--- src/rtl/tt_pkg.sv ---
package tt_pkg;

  localparam int REG_W  = 32;
  localparam int MODE_HI = 31;
  localparam int MODE_LO = 30;
  localparam int IE_BIT  = 29;
  localparam int IP_BIT  = 28;

  typedef enum logic [1:0] {
    TM_OFF     = 2'b00,
    TM_RESTART = 2'b01,
    TM_ONESHOT = 2'b10,
    TM_FREE    = 2'b11
  } tt_mode_e;

  // mask covering the low w bits of a word
  function automatic logic [REG_W-1:0] low_mask(input int unsigned w);
    if (w >= REG_W) return '1;
    return (REG_W'(1) << w) - REG_W'(1);
  endfunction

  // true when the masked count equals the masked period
  function automatic logic field_hit(input logic [REG_W-1:0] cnt,
                                     input logic [REG_W-1:0] per,
                                     input logic [REG_W-1:0] mask);
    return (cnt & mask) == (per & mask);
  endfunction

  // count with its period field returned to zero
  function automatic logic [REG_W-1:0] clear_field(input logic [REG_W-1:0] cnt,
                                                   input logic [REG_W-1:0] mask);
    return cnt & ~mask;
  endfunction

  // keep only the implemented control bits of a written word
  function automatic logic [REG_W-1:0] sanitize_ctrl(input logic [REG_W-1:0] wd,
                                                     input logic [REG_W-1:0] mask);
    return (wd & 32'hF000_0000) | (wd & mask);
  endfunction

  function automatic tt_mode_e mode_of(input logic [REG_W-1:0] ctrl);
    return tt_mode_e'(ctrl[MODE_HI:MODE_LO]);
  endfunction

endpackage

--- src/rtl/tt_tick_gen.sv ---
module tt_tick_gen #(
  parameter int unsigned TICK_DIV = 5
) (
  input  logic clk,
  input  logic rst_n,
  output logic tick_o
);
  generate
    if (TICK_DIV <= 1) begin : g_every
      logic unused_in;
      assign unused_in = clk ^ rst_n;
      assign tick_o = 1'b1;
    end else begin : g_div
      localparam int unsigned CW = $clog2(TICK_DIV);
      localparam logic [CW-1:0] LAST = CW'(TICK_DIV - 1);
      logic [CW-1:0] div_q;
      always_ff @(posedge clk or negedge rst_n) begin
        if (!rst_n)              div_q <= '0;
        else if (div_q == LAST)  div_q <= '0;
        else                     div_q <= div_q + CW'(1);
      end
      assign tick_o = (div_q == LAST);
    end
  endgenerate
endmodule

--- src/rtl/tt_counter.sv ---
module tt_counter
  import tt_pkg::*;
#(
  parameter int unsigned PER_W = 28
) (
  input  logic             clk,
  input  logic             rst_n,
  input  logic             step_i,
  input  logic             restart_i,
  input  logic             load_i,
  input  logic [REG_W-1:0] load_val_i,
  output logic [REG_W-1:0] cnt_o
);
  localparam logic [REG_W-1:0] PER_MASK = low_mask(PER_W);

  logic [REG_W-1:0] cnt_q;
  logic [REG_W-1:0] cnt_inc;

  assign cnt_inc = cnt_q + REG_W'(1);

  always_ff @(posedge clk or negedge rst_n) begin
    if (!rst_n)          cnt_q <= '0;
    else if (load_i)     cnt_q <= load_val_i;
    else if (step_i)     cnt_q <= restart_i ? clear_field(cnt_inc, PER_MASK) : cnt_inc;
  end

  assign cnt_o = cnt_q;
endmodule

--- src/rtl/tt_ctrl_reg.sv ---
module tt_ctrl_reg
  import tt_pkg::*;
#(
  parameter int unsigned PER_W = 28
) (
  input  logic             clk,
  input  logic             rst_n,
  input  logic             wr_i,
  input  logic [REG_W-1:0] wr_data_i,
  input  logic             match_i,
  output logic [REG_W-1:0] ctrl_o,
  output logic             run_o
);
  localparam logic [REG_W-1:0] PER_MASK = low_mask(PER_W);

  logic [REG_W-1:0] ctrl_q;
  logic             run_q;
  logic [REG_W-1:0] wr_clean;

  assign wr_clean = sanitize_ctrl(wr_data_i, PER_MASK);

  always_ff @(posedge clk or negedge rst_n) begin
    if (!rst_n)                          ctrl_q <= '0;
    else if (wr_i)                       ctrl_q <= wr_clean;
    else if (match_i && ctrl_q[IE_BIT])  ctrl_q[IP_BIT] <= 1'b1;
  end

  always_ff @(posedge clk or negedge rst_n) begin
    if (!rst_n)
      run_q <= 1'b0;
    else if (wr_i && (mode_of(wr_clean) != TM_OFF))
      run_q <= 1'b1;
    else if (match_i && (mode_of(ctrl_q) == TM_ONESHOT))
      run_q <= 1'b0;
  end

  assign ctrl_o = ctrl_q;
  assign run_o  = run_q;
endmodule

--- src/rtl/tick_timer.sv ---
module tick_timer
  import tt_pkg::*;
#(
  parameter int unsigned TICK_DIV = 5,
  parameter int unsigned PER_W    = 28
) (
  input  logic        clk,
  input  logic        rst_n,
  input  logic        wr_en,
  input  logic        wr_sel,
  input  logic [31:0] wr_data,
  input  logic        rd_sel,
  output logic [31:0] rd_data,
  output logic        irq
);
  localparam logic [REG_W-1:0] PER_MASK = low_mask(PER_W);

  // named internal events
  logic             tick;
  logic             run_q;
  logic [REG_W-1:0] cnt_q;
  logic [REG_W-1:0] ctrl_q;
  logic             cnt_wr;
  logic             ctrl_wr;
  logic             step_ev;
  logic             match_ev;
  logic             restart_ev;

  assign cnt_wr     = wr_en && !wr_sel;
  assign ctrl_wr    = wr_en &&  wr_sel;
  assign step_ev    = tick && run_q && !cnt_wr;
  assign match_ev   = step_ev && field_hit(cnt_q + REG_W'(1), ctrl_q, PER_MASK);
  assign restart_ev = match_ev && (mode_of(ctrl_q) == TM_RESTART);

  tt_tick_gen #(.TICK_DIV(TICK_DIV)) u_tick (
    .clk    (clk),
    .rst_n  (rst_n),
    .tick_o (tick)
  );

  tt_counter #(.PER_W(PER_W)) u_cnt (
    .clk        (clk),
    .rst_n      (rst_n),
    .step_i     (step_ev),
    .restart_i  (restart_ev),
    .load_i     (cnt_wr),
    .load_val_i (wr_data),
    .cnt_o      (cnt_q)
  );

  tt_ctrl_reg #(.PER_W(PER_W)) u_ctrl (
    .clk       (clk),
    .rst_n     (rst_n),
    .wr_i      (ctrl_wr),
    .wr_data_i (wr_data),
    .match_i   (match_ev),
    .ctrl_o    (ctrl_q),
    .run_o     (run_q)
  );

  assign rd_data = rd_sel ? ctrl_q : cnt_q;
  assign irq     = ctrl_q[IP_BIT] && ctrl_q[IE_BIT];
endmodule

--- config.mk ---
export PLATFORM = sky130hd
export DESIGN_NAME = tick_timer
export DESIGN_NICKNAME = d
export VERILOG_FILES = /design/src/rtl/tt_pkg.sv /design/src/rtl/tt_tick_gen.sv /design/src/rtl/tt_counter.sv /design/src/rtl/tt_ctrl_reg.sv /design/src/rtl/tick_timer.sv
export SDC_FILE = /design/constraint.sdc
export NUM_CORES = 1
export LEC_CHECK = 0
export ABC_CLOCK_PERIOD_IN_PS = 8700
export BUFFER_PORTS_ARGS = -buffer_cell sky130_fd_sc_hd__buf_4
export CELL_PAD_IN_SITES_DETAIL_PLACEMENT = 1
export CELL_PAD_IN_SITES_GLOBAL_PLACEMENT = 2
export CORE_ASPECT_RATIO = 0.8
export CORE_UTILIZATION = 38
export DETAILED_ROUTE_END_ITERATION = 16
export PLACE_DENSITY = 0.95
export SETUP_SLACK_MARGIN = 0.5
export SLEW_MARGIN = 15
export SYNTH_ARGS = -nofsm -noshare
export SYNTH_HDL_FRONTEND = slang
export SYNTH_SLANG_ARGS = --single-unit
export TNS_END_PERCENT = 10
--- constraint.sdc ---
create_clock -name clk -period 8.7 [get_ports clk]
set_input_delay 1.305 -clock clk [delete_from_list [all_inputs] [get_ports clk]]
set_output_delay 1.305 -clock clk [all_outputs]
set_load 0.01 [all_outputs]
* Word-level counts from Yosys, hierarchy flattened *
Index checks and enable logic that the tools add are counted.

cells by class
  bitwise gates (word level) = 1
  eq/ne operators = 4
  muxes and demuxes = 9
  add/sub/neg operators = 2
  reduce and logical (&&, ||, !) cells = 16

operators by type and width
  kind                                            count
  2-to-1 mux 32 bit                               3
  adder 32 x 1 -> 32 bit (second input constant)  1
  bitwise OR 32 x 28 -> 32 bit                    1
  == test 28 bit                                  1
  2-to-1 mux 28 bit                               1
  logical AND 1 bit                               10
  nonzero test 2 bit                              4
  2-to-1 mux 1 bit                                4
  adder 3 x 1 -> 3 bit (second input constant)    1
  == test 3 bit (second input constant)           1
  2-to-1 mux 3 bit                                1
  == test 2 x 1 -> 1 bit (second input constant)  1
  == test 2 bit (second input constant)           1
  logical NOT 1 bit                               2

word-level totals
  output and inout port bits = 33
  register bits = 68
  logic and storage cells = 37

* Depth between registers and ports, before layout *
  depth after elaboration = 9
  depth in mapped cells = 13
  depth with buffers taken out = 11

* Cells and area by module *
Synthesis repeated with hierarchy kept, for this count alone.

second synthesis, totals
  cells, all modules = 521
  area total of the unflattened synthesis = 4927.2 um^2

by module, submodules not included
  module       area an instance (um^2)  times used  sequential area each (um^2)  cells an instance
  tt_counter   2010.7                   1           800.8                        246
  tick_timer   1405.1                   1           0.0                          189
  tt_ctrl_reg  1375.1                   1           825.8                        75
  tt_tick_gen  136.4                    1           75.1                         11

* Worst setup path after synthesis *
OpenSTA, ideal clock, no wires.

  path type = input-to-output
  start = input port rd_sel
  end = output port rd_data[10]
  path buffers = 2
  data arrival time = 2.372 ns
  path slack = 5.023 ns
  stages on the path = 3
  data required time = 7.395 ns
  cell sequence = clkbuf_1 > clkbuf_1 > mux2_2

between the ends
  cells in the longest elaborated chain, start to end = 1

RTL lines
  element             line              source
  start: declaration  tick_timer.sv:12  input logic rd_sel,
  2-to-1 mux 32 bit   tick_timer.sv:61  assign rd_data = rd_sel ? ctrl_q : cnt_q;
  end: declaration    tick_timer.sv:13  output logic [31:0] rd_data,

Every way passes these cells.

* Worst setup path in the final report *
  start = register u_cnt.cnt_q[0], in the netlist u_cnt.cnt_o[0]
  end = register u_cnt.cnt_q[23], in the netlist u_cnt.cnt_o[23]

between the ends
  cells in the longest elaborated chain, start to end = 7

RTL lines
  element                   line              source
  start: declaration        tt_counter.sv:16  logic [REG_W-1:0] cnt_q;
  start signal: assignment  tt_counter.sv:23  else if (load_i) cnt_q <= load_val_i;
  start signal: assignment  tt_counter.sv:24  else if (step_i) cnt_q <= restart_i ? clear_field(cnt_inc, PER_MASK) : cnt_inc;
  adder 32 x 1 -> 32 bit *  tt_counter.sv:19  assign cnt_inc = cnt_q + REG_W'(1);
  == test 28 bit            tt_pkg.sv:26      return (cnt & mask) == (per & mask);
  logical AND 1 bit         tick_timer.sv:32  assign match_ev = step_ev && field_hit(cnt_q + REG_W'(1), ctrl_q, PER_MASK);
  logical AND 1 bit         tick_timer.sv:33  assign restart_ev = match_ev && (mode_of(ctrl_q) == TM_RESTART);
  2-to-1 mux 28 bit *       tt_counter.sv:24
  2-to-1 mux 32 bit *       tt_counter.sv:24
  2-to-1 mux 32 bit *       tt_counter.sv:23

Every way passes the cells marked *; elsewhere a longest branch is shown, timed or not. The select of a mux whose other input is x is not followed.
A chain may end at the register's enable or synchronous reset.

==> metrics.md <==
| Metric | Value |
|---|---|
| Status | finished clean |
| Drt via density | between 6 and 7 |
| Vias | 4645 |
| Clk root buf | clkbuf_16 |
| Cell taking the most area after synthesis | dfrtp_1 |
| Clock buffer depth | 2 |
| Register area | 0.00170 sq mm |
| TNS Setup | 0 ns |
| Pleak | 0.00234 uW |
| Mapped cell area | 0.00492 sq mm |
| Crit path max fanout | 33 |
| Syn. warnings | 0 |
| CP top delay family | simple AND/OR/NAND/NOR gates |
| Worst-margin pin slew | about 1.1 ns |
| Ports | 70 |
| Synth top area share | 34.6% |
| CP arrival | around 4.8 ns |
| First-pass GRT wire length | 26100 microns |
| # DRC | 0 |
| Area of the multi-input gates | roughly 0.0030 sq mm |
| Synth cell types | 57 |
| GP Congestion | ~0.9 |
| Flops & latches, synth | 68 |
| # rows | 36 |
| Pin count of the biggest net entering global routing | 69 |
| Syn Inst Count | 554 |
| Layout cell share with drive strength beyond 1 | 26.9% |
| Sink Count | 68 |
| Core Box Area | 0.0124 sq mm |
| CP Class | reg2reg |
| Slowest-stage cell, CP | nand4_2 |
| Levels on crit path | 10 |
| DR WL/cell | 21.0 microns |
| Final setup fails | 0 |
| Hold Vio Cnt, Final | 0 |
| Initial drt markers | between 300 and 400 |
| Diode count | 0 |
| Overall Global Routing Usage | 25.3% |
| WHS Path Cells | 1 |
| Crit start category | flip-flop |
| Peak supply drop | 0.0867 mV |
| Main flop type after synthesis | dfrtp_1 |
| Worst hold slack | 0.470 ns |
| Buffers & Inverters on Critical Path | 0 |
| CP cell instances | ha_1, nand4_4, or2_1, or3_4, a311o_1, or4b_1, nor4_2, nand4_2, a31oi_4, o211ai_2 |
| Worst-Skew Late Latency | around 0.34 ns |
| Unrepaired setup endpoints after global routing | no |
| Worst R2R Path Depth | 10 |
| Setup Skew | 0.00731 ns |
| Critical Path Sink Type | flip-flop |
| Initial antenna violation count | 0 |
| Port Buffers | 69 |
| Post-route ant nets | 0 |
| Post-synth EDFFs | 0 |
| Hold Path Class | reg2reg |
| First-pass iteration count of the detailed router | 4 |
| Crit share post-route | 52.7% |
| Crit path largest cell delay | about 0.84 ns |
| Nets | roughly 640 |
| Slew Viols, Final | 0 |
| Routed WL | 16200 microns |
| Grt ovf | 0 |
| Chip Height | 104 microns |
| DIE AREA | 0.0134 sq mm |
| CTS tree | built |
| Mean post-synth cell area | 8.88 sq um |
| Post-synth ARST share | 100% |
| Pwr Density | 181 mW/mm^2 |
| # Post-CTS Setup Buffers | 0 |
| Post-Syn Nets | 594 |
| Number of global-route vias before repair | 4744 |
| Tmin final | roughly 4.6 ns |
| Cts hold-fix bufs | 0 |
| Clock transition at the registers of the reported paths | ~0.050 ns |
| CP required | 8.90 ns |
| Area growth, synth to finish | 17.5% |
| Fmax | around 0.22 GHz |
| Post-synthesis sequential area ratio | between 30 and 40% |
| Die W | 129 microns |
| Top cells by area, synth | dfrtp_1, mux2_2, xnor2_1 |
| Initial core utilization | 39.7% |
| Max Cap Violations | 0 |
| Final Util | 46.7% |
| Worst relative slew slack | 29.1% |
| Final HPWL DP | roughly 11000 microns |
| Fill cells | 1453 |
| H-tree levels | 3 |
| CTS Buf Count | 9 |
| Post-CTS resize count | 0 |
==> worst reg2reg max path, cell delays in order (launching register included) <==
cell	delay [ns]
dfrtp_1	0.49
ha_1	0.41
nand4_4	0.22
or2_1	0.38
or3_4	0.41
a311o_1	0.37
or4b_1	0.49
nor4_2	0.26
nand4_2	0.84
a31oi_4	0.48
o211ai_2	0.10
==> state kept, by name (all words and copies together) (netlist names) <==
register,cells
u_tick.g_div.div_q,3
u_ctrl.ctrl_o,32
u_cnt.cnt_o,32
u_ctrl.run_o,1
==> cells in the mapped netlist, drive strengths merged, types with 4 or more instances <==
cell type and number:
a21oi 10, buf 7, dfrtp 68, or3 5, nor2 21, nor3b 5
nor4 14, and3 25, clkbuf 36, nand2b 4, nand4 18, inv 11
mux2 60, nor3 22, nand3 34, xnor2 31, o211ai 7, a31oi 7
nand2 54, a22oi 20, nand4b 5, or2 4, xor2 11, o21ai 39
==> kinds of logic after synthesis <==
family	count (synthesis)	synth area share [%]
adder cells (fa/ha/maj)	3	0.763
XOR/XNOR	42	7.48
AND/OR/NAND/NOR	228	25.5
multiplexers	61	13.9
AO/OA/AOI/OAI	98	13.2
flip-flops	68	34.6
buffers and inverters	54	4.48
==> cell usage in the layout, fill, tap and decap left out, types with 2 or more instances in the layout <==
cell / instances
buf_4: 76
dfrtp_1: 68
mux2_2: 60
nand2_1: 53
o21ai_0: 38
nand3_1: 34
xnor2_1: 31
and3_1: 25
nor3_1: 22
nor2_1: 20
a22oi_1: 20
nand4_1: 16
nor4_1: 12
inv_1: 11
xor2_1: 11
a21oi_1: 10
clkbuf_16: 9
o211ai_1: 6
a31oi_1: 6
nand4b_1: 5
nor3b_1: 5
nand2b_1: 4
or3_1: 4
and2_1: 3
and4_1: 3
nand3b_1: 3
or2_2: 3
ha_1: 3
clkinv_2: 3
clkbuf_1: 3
nor4_2: 2
o221ai_1: 2
o31ai_1: 2
a2111oi_0: 2
or4_1: 2
o2111a_1: 2
==> per-layer routing <==
layer / routed length, microns / track usage [%]
met5: 0 / 0
met4: 129 / 5.38
met3: 971 / 4.08
met2: 7540 / 39.2
met1: 7580 / 36.8
==> layout make-up <==
| class | count | area share [%] |
|---|---|---|
| Multi-Input combinational cell | 432 | 51.9 |
| Sequential cell | 68 | 29.4 |
| Timing Repair Buffer | 76 | 9.87 |
| Clock buffer | 12 | 4.09 |
| Tap cell | 171 | 3.70 |
| Inverter | 11 | 0.714 |
| Clock inverter | 3 | 0.260 |
==> where the power goes <==
group          switching [uW]  internal (uW)  total, uW
clock network             136            190        326
logic                     146            145        291
registers                74.2            357        431
==> metrics by stage <==
step                      instances  instance area (sq um)  total power, uW  worst slack, ns
after detailed placement        758                   5530              724             4.01
after global routing            773                   5780             1100             3.79
after CTS                       773                   5780             1050             4.15
after floorplan                 554                   4920              602             5.02
final                           773                   5780             1050             4.12
after global placement          758                   5530              710             4.17
==> path summary, 6_finish.rpt <==
| kind | from | end | slack, ns |
|---|---|---|---|
| min in group asynchronous | rst_n | u_ctrl.ctrl_o[27]$_DFFE_PN0P_ | 1.10 |
| worst max register to register | u_cnt.cnt_o[0]$_DFFE_PN0P_ | u_cnt.cnt_o[23]$_DFFE_PN0P_ | 4.12 |
| worst min-delay path | u_tick.g_div.div_q[0]$_DFF_PN0_ | u_tick.g_div.div_q[0]$_DFF_PN0_ | 0.47 |
| max in group asynchronous | rst_n | u_ctrl.ctrl_o[18]$_DFFE_PN0P_ | 7.00 |
| worst max-delay path | u_cnt.cnt_o[0]$_DFFE_PN0P_ | u_cnt.cnt_o[23]$_DFFE_PN0P_ | 4.12 |
| worst min register to register | u_tick.g_div.div_q[0]$_DFF_PN0_ | u_tick.g_div.div_q[0]$_DFF_PN0_ | 0.47 |
Note: power is estimated with default switching activity, not from simulation.
